File: config.mk
export PLATFORM = sky130hd
export DESIGN_NAME = pmac_unit
export DESIGN_NICKNAME = d
export VERILOG_FILES = /design/src/rtl/pmac_pkg.sv /design/src/rtl/pmac_decode.sv /design/src/rtl/pmac_addend.sv /design/src/rtl/pmac_accum.sv /design/src/rtl/pmac_unit.sv
export SDC_FILE = /design/constraint.sdc
export NUM_CORES = 2
export LEC_CHECK = 0
export ABC_AREA = 1
export BUFFER_PORTS_ARGS = -buffer_cell sky130_fd_sc_hd__buf_2
export CORE_ASPECT_RATIO = 1.75
export CORE_MARGIN = 4
export CORE_UTILIZATION = 30
export CTS_CLUSTER_DIAMETER = 150
export DETAILED_ROUTE_END_ITERATION = 10
export PLACE_DENSITY = 0.46
export SETUP_SLACK_MARGIN = 0.5
export SLEW_MARGIN = 10
export SYNTH_ARGS = -nofsm -noshare
export SYNTH_HDL_FRONTEND = slang
export SYNTH_SLANG_ARGS = --single-unit
File: constraint.sdc
create_clock -name clk -period 28.1 [get_ports clk]
set_input_delay 2.81 -clock clk [delete_from_list [all_inputs] [get_ports clk]]
set_output_delay 2.81 -clock clk [all_outputs]
set_load 0.01 [all_outputs]
File: src/rtl/pmac_pkg.sv
package pmac_pkg;
    localparam int DATA_W = 32;
    localparam int HALF_W = DATA_W / 2;
    localparam int PROD_W = 2 * DATA_W;
    localparam int ACC_W  = 40;
    localparam int INSTR_W = 32;
    localparam int OP_LO  = 18;
    localparam int SEL_LO = 16;
    localparam int TAG_LO = 4;
    localparam int TAG_W  = 8;
    localparam logic [TAG_W-1:0] TAG_MAC = 8'h01;
    localparam int LANES  = 2;

    typedef enum logic [1:0] {
        OP_FULL = 2'b00,
        OP_RSVD = 2'b01,
        OP_DUAL = 2'b10,
        OP_SEL  = 2'b11
    } op_e;

    typedef struct packed {
        logic ok;
        op_e  op;
        logic hi_a;
        logic hi_b;
    } dec_t;

    function automatic logic [ACC_W-1:0] widen_prod(input logic [DATA_W-1:0] p);
        return {{(ACC_W-DATA_W){p[DATA_W-1]}}, p};
    endfunction
endpackage

File: src/rtl/pmac_decode.sv
module pmac_decode
    import pmac_pkg::*;
(
    input  logic [INSTR_W-1:0] instr,
    output dec_t               dec
);
    logic [TAG_W-1:0] tag;
    logic [1:0]       sel_bits;
    logic             tag_ok;
    logic             sel_zero;

    assign tag      = instr[TAG_LO +: TAG_W];
    assign sel_bits = instr[SEL_LO +: 2];
    assign tag_ok   = (tag == TAG_MAC);
    assign sel_zero = (sel_bits == 2'b00);

    always_comb begin
        dec.op   = op_e'(instr[OP_LO +: 2]);
        dec.hi_a = sel_bits[1];
        dec.hi_b = sel_bits[0];
        unique case (dec.op)
            OP_FULL, OP_DUAL: dec.ok = tag_ok && sel_zero;
            OP_SEL:           dec.ok = tag_ok;
            default:          dec.ok = 1'b0;
        endcase
    end
endmodule

File: src/rtl/pmac_addend.sv
module pmac_addend
    import pmac_pkg::*;
(
    input  dec_t              dec,
    input  logic [DATA_W-1:0] opa,
    input  logic [DATA_W-1:0] opb,
    output logic [ACC_W-1:0]  addend
);
    logic signed [PROD_W-1:0] full_prod;
    logic [DATA_W-1:0]        lane_prod [LANES];
    logic [ACC_W-1:0]         lane_ext  [LANES];

    assign full_prod = $signed(opa) * $signed(opb);

    for (genvar g = 0; g < LANES; g++) begin : g_lane
        logic signed [HALF_W-1:0] la;
        logic signed [HALF_W-1:0] lb;
        logic signed [DATA_W-1:0] lp;
        always_comb begin
            if (dec.op == OP_SEL) begin
                if (g == 0) begin
                    la = dec.hi_a ? opa[HALF_W +: HALF_W] : opa[0 +: HALF_W];
                    lb = dec.hi_b ? opb[HALF_W +: HALF_W] : opb[0 +: HALF_W];
                end else begin
                    la = '0;
                    lb = '0;
                end
            end else begin
                la = opa[g*HALF_W +: HALF_W];
                lb = opb[g*HALF_W +: HALF_W];
            end
        end
        assign lp           = la * lb;
        assign lane_prod[g] = lp;
        assign lane_ext[g]  = widen_prod(lane_prod[g]);
    end

    always_comb begin
        unique case (dec.op)
            OP_FULL: addend = full_prod[ACC_W-1:0];
            OP_DUAL: addend = lane_ext[0] + lane_ext[1];
            OP_SEL:  addend = lane_ext[0];
            default: addend = '0;
        endcase
    end
endmodule

File: src/rtl/pmac_accum.sv
module pmac_accum
    import pmac_pkg::*;
(
    input  logic             clk,
    input  logic             rst,
    input  logic             clear,
    input  logic             en,
    input  logic [ACC_W-1:0] addend,
    output logic [ACC_W-1:0] acc
);
    always_ff @(posedge clk) begin
        if (rst || clear) acc <= '0;
        else if (en)      acc <= acc + addend;
    end

    a_r9_clear_zero: assert property (@(posedge clk) disable iff (rst)
        clear |=> (acc == '0));
endmodule

File: src/rtl/pmac_unit.sv
module pmac_unit
    import pmac_pkg::*;
(
    input  logic                clk,
    input  logic                rst,
    input  logic                issue_valid,
    output logic                issue_ready,
    input  logic [INSTR_W-1:0]  instr,
    input  logic [DATA_W-1:0]   opa,
    input  logic [DATA_W-1:0]   opb,
    input  logic                acc_clear,
    output logic [ACC_W-1:0]    acc_out,
    output logic                undef_out
);
    dec_t             dec;
    logic [ACC_W-1:0] addend;
    logic             fire;

    assign issue_ready = !rst;
    assign fire        = issue_valid && issue_ready;

    pmac_decode u_dec (.instr(instr), .dec(dec));

    pmac_addend u_add (.dec(dec), .opa(opa), .opb(opb), .addend(addend));

    pmac_accum u_acc (
        .clk(clk), .rst(rst), .clear(acc_clear),
        .en(fire && dec.ok), .addend(addend), .acc(acc_out)
    );

    always_ff @(posedge clk) begin
        if (rst) undef_out <= 1'b0;
        else     undef_out <= fire && !dec.ok;
    end

    a_r7_undef_holds_acc: assert property (@(posedge clk) disable iff (rst)
        (fire && !dec.ok && !acc_clear) |=> $stable(acc_out));

    a_r7_undef_cause: assert property (@(posedge clk) disable iff (rst)
        undef_out |-> $past(issue_valid));

    a_r11_idle_hold: assert property (@(posedge clk) disable iff (rst)
        (!issue_valid && !acc_clear) |=> ($stable(acc_out) && !undef_out));

    a_r6_sel_range: assert property (@(posedge clk) disable iff (rst)
        (fire && dec.ok && dec.op == OP_SEL) |->
        ((addend[ACC_W-1:DATA_W-1] == '0) || (addend[ACC_W-1:DATA_W-1] == '1)));
endmodule

==> metrics.md <==
| Metric | Value |
|---|---|
| Critical path capture point type | register |
| Mean Syn Cell Area | 7.78 sq um |
| Largest cells by area after synthesis | fa_1 (49%), inv_1 (14%), nand2_1 (11%) |
| Clock sinks | 41 |
| Largest net degree at the start of global routing | 81 |
| Register area share after synthesis | 1.66% |
| CTS resizes | 0 |
| Fin crit period | 18.53 ns |
| Number of H-tree branching levels | 2 |
| CTS Buf Count | 5 |
| Core area | 0.163 sq mm |
| Final Setup Violations | 0 |
| Final hold vios | 0 |
| CTS max path bufs | 2 |
| Total gr overflow | 0 |
| Vias per cell | 4.78 |
| CTS tree | done |
| Max_cap viols | 0 |
| Min-delay worst type | register to register |
| Io pins | 142 |
| Worst-skew pair later-pin latency | 0.29 ns |
| WP data arrival | 18.77 ns |
| GRT Total Usage | 21.7% |
| CTS clock-pin slew for the worst setup and hold paths | 0.06 ns |
| Nets | 8034 |
| Hold_sp | u_acc.acc[0]$_SDFFE_PP0P_ |
| Syn_nets | 8033 |
| Die W | 315 um |
| Dpl hpwl | 155 mm |
| CTS root buffer | clkbuf_16 |
| P&R area growth vs syn | 6.70% |
| Count of cell types in the netlist | 59 |
| Synth warn | 0 |
| Postcts setup bufs | 0 |
| TritonRoute pass-1 iters | 6 |
| Post-route setup TNS | 0 ns |
| Initial DRC count | 2139 |
| Yosys reg bits | 41 |
| Path depth of the worst reg2reg path | 12 |
| Status | finished clean |
| Wire per inst | 21.6 um |
| Total Wirelength | 184 mm |
| Layout cell share with drive strength beyond 1 | 4.87% |
| R2r setup slk | 25.18 ns |
| EDFF count, synth | 0 |
| Crit path required time | 28.34 ns |
| Hold Path Stages | 2 |
| Reg-to-Reg End | u_acc.acc[14]$_SDFFE_PP0P_ |
| First-pass GRT wire length | 277 mm |
| Yosys top cell area share | 48.9% |
| Max Slew Vio Count | 0 |
| Most common cell on crit path | fa_1 |
| Initial antenna violation count | 9 |
| RD Place Congestion | 0.898 |
| Slew @ Worst Pin | 1.19 ns |
| Vias in the first global route | 44921 |
| Rows | 196 |
| Post-DRT Antenna Nets | 0 |
| # fillers | 17843 |
| Fmax achieved | 0.0540 GHz |
| R2R Path Start | u_acc.acc[0]$_SDFFE_PP0P_ |
| Area of the mapped netlist | 0.0494 sq mm |
| Initial Utilization | 30.2% |
| Setup repair after global routing missed its margin | no |
| Hold endpoint | u_acc.acc[0]$_SDFFE_PP0P_ |
| Slowest cell on crit path | buf_4 |
| Cell taking the most area after synthesis | fa_1 |
| Routed vias | 40755 |
| Final Cycle Share | 65.9% |
| Crit path kind | primary input to register |
| Ys flop type | dfxtp_1 |
| Slew margin rel. | 20.6% |
| Height of the die | 545 um |
| Launching element type of the critical path | primary input |
| DRC | 0 |
| Port buffer count | 121 |
| Clock skew | 0.00306 ns |
| Synthesized instance count | 6347 |
| Max incr delay on CP | 0.79 ns |
| Hold buffer count at cts | 0 |
| CP Max Fanout | 80 |
| Die Area | 0.171 sq mm |
| Synth async-reset ratio | 0% |
## flip-flops by register name (all words and copies together) (netlist names)
name	flops
undef_out	1
u_acc.acc	40
## how the worst max path moves through the flow
stage          startpoint                          to  slack, ns  depth (start not counted)
6_report        instr[18]  u_acc.acc[33]$_SDFFE_PP0P_       9.57                         52
5_1_grt         instr[18]  u_acc.acc[33]$_SDFFE_PP0P_       8.74                         52
4_1_cts         instr[18]  u_acc.acc[33]$_SDFFE_PP0P_       9.55                         56
3_5_place_dp    instr[18]  u_acc.acc[33]$_SDFFE_PP0P_       9.28                         56
3_3_place_gp    instr[18]  u_acc.acc[33]$_SDFFE_PP0P_       9.40                         56
2_1_floorplan   instr[19]  u_acc.acc[34]$_SDFFE_PP0P_      13.84                         55
## worst max-delay path: cells and delay by family
family / cells / cell delay (ns)
xor+xnor: 1 / 0.79
compound gates: 12 / 3.19
fa+ha+maj: 14 / 6.65
simple gates: 12 / 2.82
buf+inv: 13 / 2.44
## cell usage after synthesis (19+ instances only)
| master | instances |
|---|---|
| ha_1 | 380 |
| fa_1 | 1206 |
| nand3_1 | 127 |
| or2_2 | 21 |
| xnor2_1 | 31 |
| nor3_1 | 19 |
| o211ai_1 | 35 |
| a21oi_1 | 223 |
| inv_1 | 1817 |
| buf_1 | 27 |
| clkbuf_1 | 173 |
| o21ai_1 | 24 |
| xor2_1 | 47 |
| nand2_1 | 1446 |
| nor2_1 | 378 |
| o21ai_0 | 150 |
| dfxtp_1 | 41 |
## metrics by stage
step | hold WS (ns) | std cells | util (%) | instance area [sq um] | setup WS [ns]
6_report | 0.496 | 8528 | 32.3 | 52700 | 9.57
5_1_grt | 0.516 | 8527 | 32.3 | 52700 | 8.74
4_1_cts | 0.491 | 8526 | 32.3 | 52700 | 9.55
3_5_place_dp | 0.481 | 8519 | 32.2 | 52500 | 9.28
3_3_place_gp | 0.473 | 8519 | 32.2 | 52500 | 9.40
2_1_floorplan | 0.504 | 6347 | - | 49400 | 13.84
## per-layer routing
| metal | up-vias | share of wire (%) | GRT usage (%) |
|---|---|---|---|
| met5 | - | 0.012 | 0 |
| met4 | 4 | 7.8 | 12.8 |
| met1 | 21010 | 34 | 22.4 |
| met2 | 1089 | 55 | 42.5 |
| li1 | 18245 | - | - |
| met3 | 407 | 3.6 | 1.65 |
## placed cells by master, fill, tap and decap left out, types with 6 or more instances in the layout
cell type	n
a21o_1	13
a21oi_1	223
a31oi_1	11
buf_2	121
buf_4	109
clkinv_1	11
dfxtp_1	41
fa_1	1206
ha_1	380
inv_1	1817
inv_2	14
nand2_1	1446
nand2_2	7
nand3_1	127
nand4_1	11
nor2_1	377
nor3_1	19
nor4_1	8
o211ai_1	35
o21a_1	15
o21ai_0	148
o21ai_1	26
o21ai_2	10
o21bai_1	6
o221ai_1	8
or2_2	21
xnor2_1	31
xor2_1	47
## cell type report
type | instances | area [sq um] | share of cell area, %
Timing Repair Buffer | 230 | 1420 | 2.70
Sequential cell | 41 | 821 | 1.56
Antenna cell | 2 | 5.00 | 0.00950
Tap cell | 2178 | 2730 | 5.17
Clock buffer | 6 | 139 | 0.264
Clock inverter | 1 | 7.51 | 0.0142
Inverter | 1842 | 6910 | 13.1
Multi-Input combinational cell | 4228 | 40700 | 77.2
## logic make-up (layout without fill, tap and decap cells)
| group | count (synthesis) | after routing | share of synthesized area (%) |
|---|---|---|---|
| other | 0 | 2 | 0 |
| AOI/OAI and AO/OA | 525 | 525 | 6.08 |
| adders and majority gates | 1586 | 1586 | 58.5 |
| xor gates and xnor gates | 79 | 79 | 1.42 |
| buffers and inverters | 2078 | 2079 | 16.0 |
| DFF | 41 | 41 | 1.66 |
| and+or+nand+nor | 2038 | 2038 | 16.3 |
Power is not shown: default switching activity piles up to over one toggle a cycle in this logic, so the estimate is an artifact.
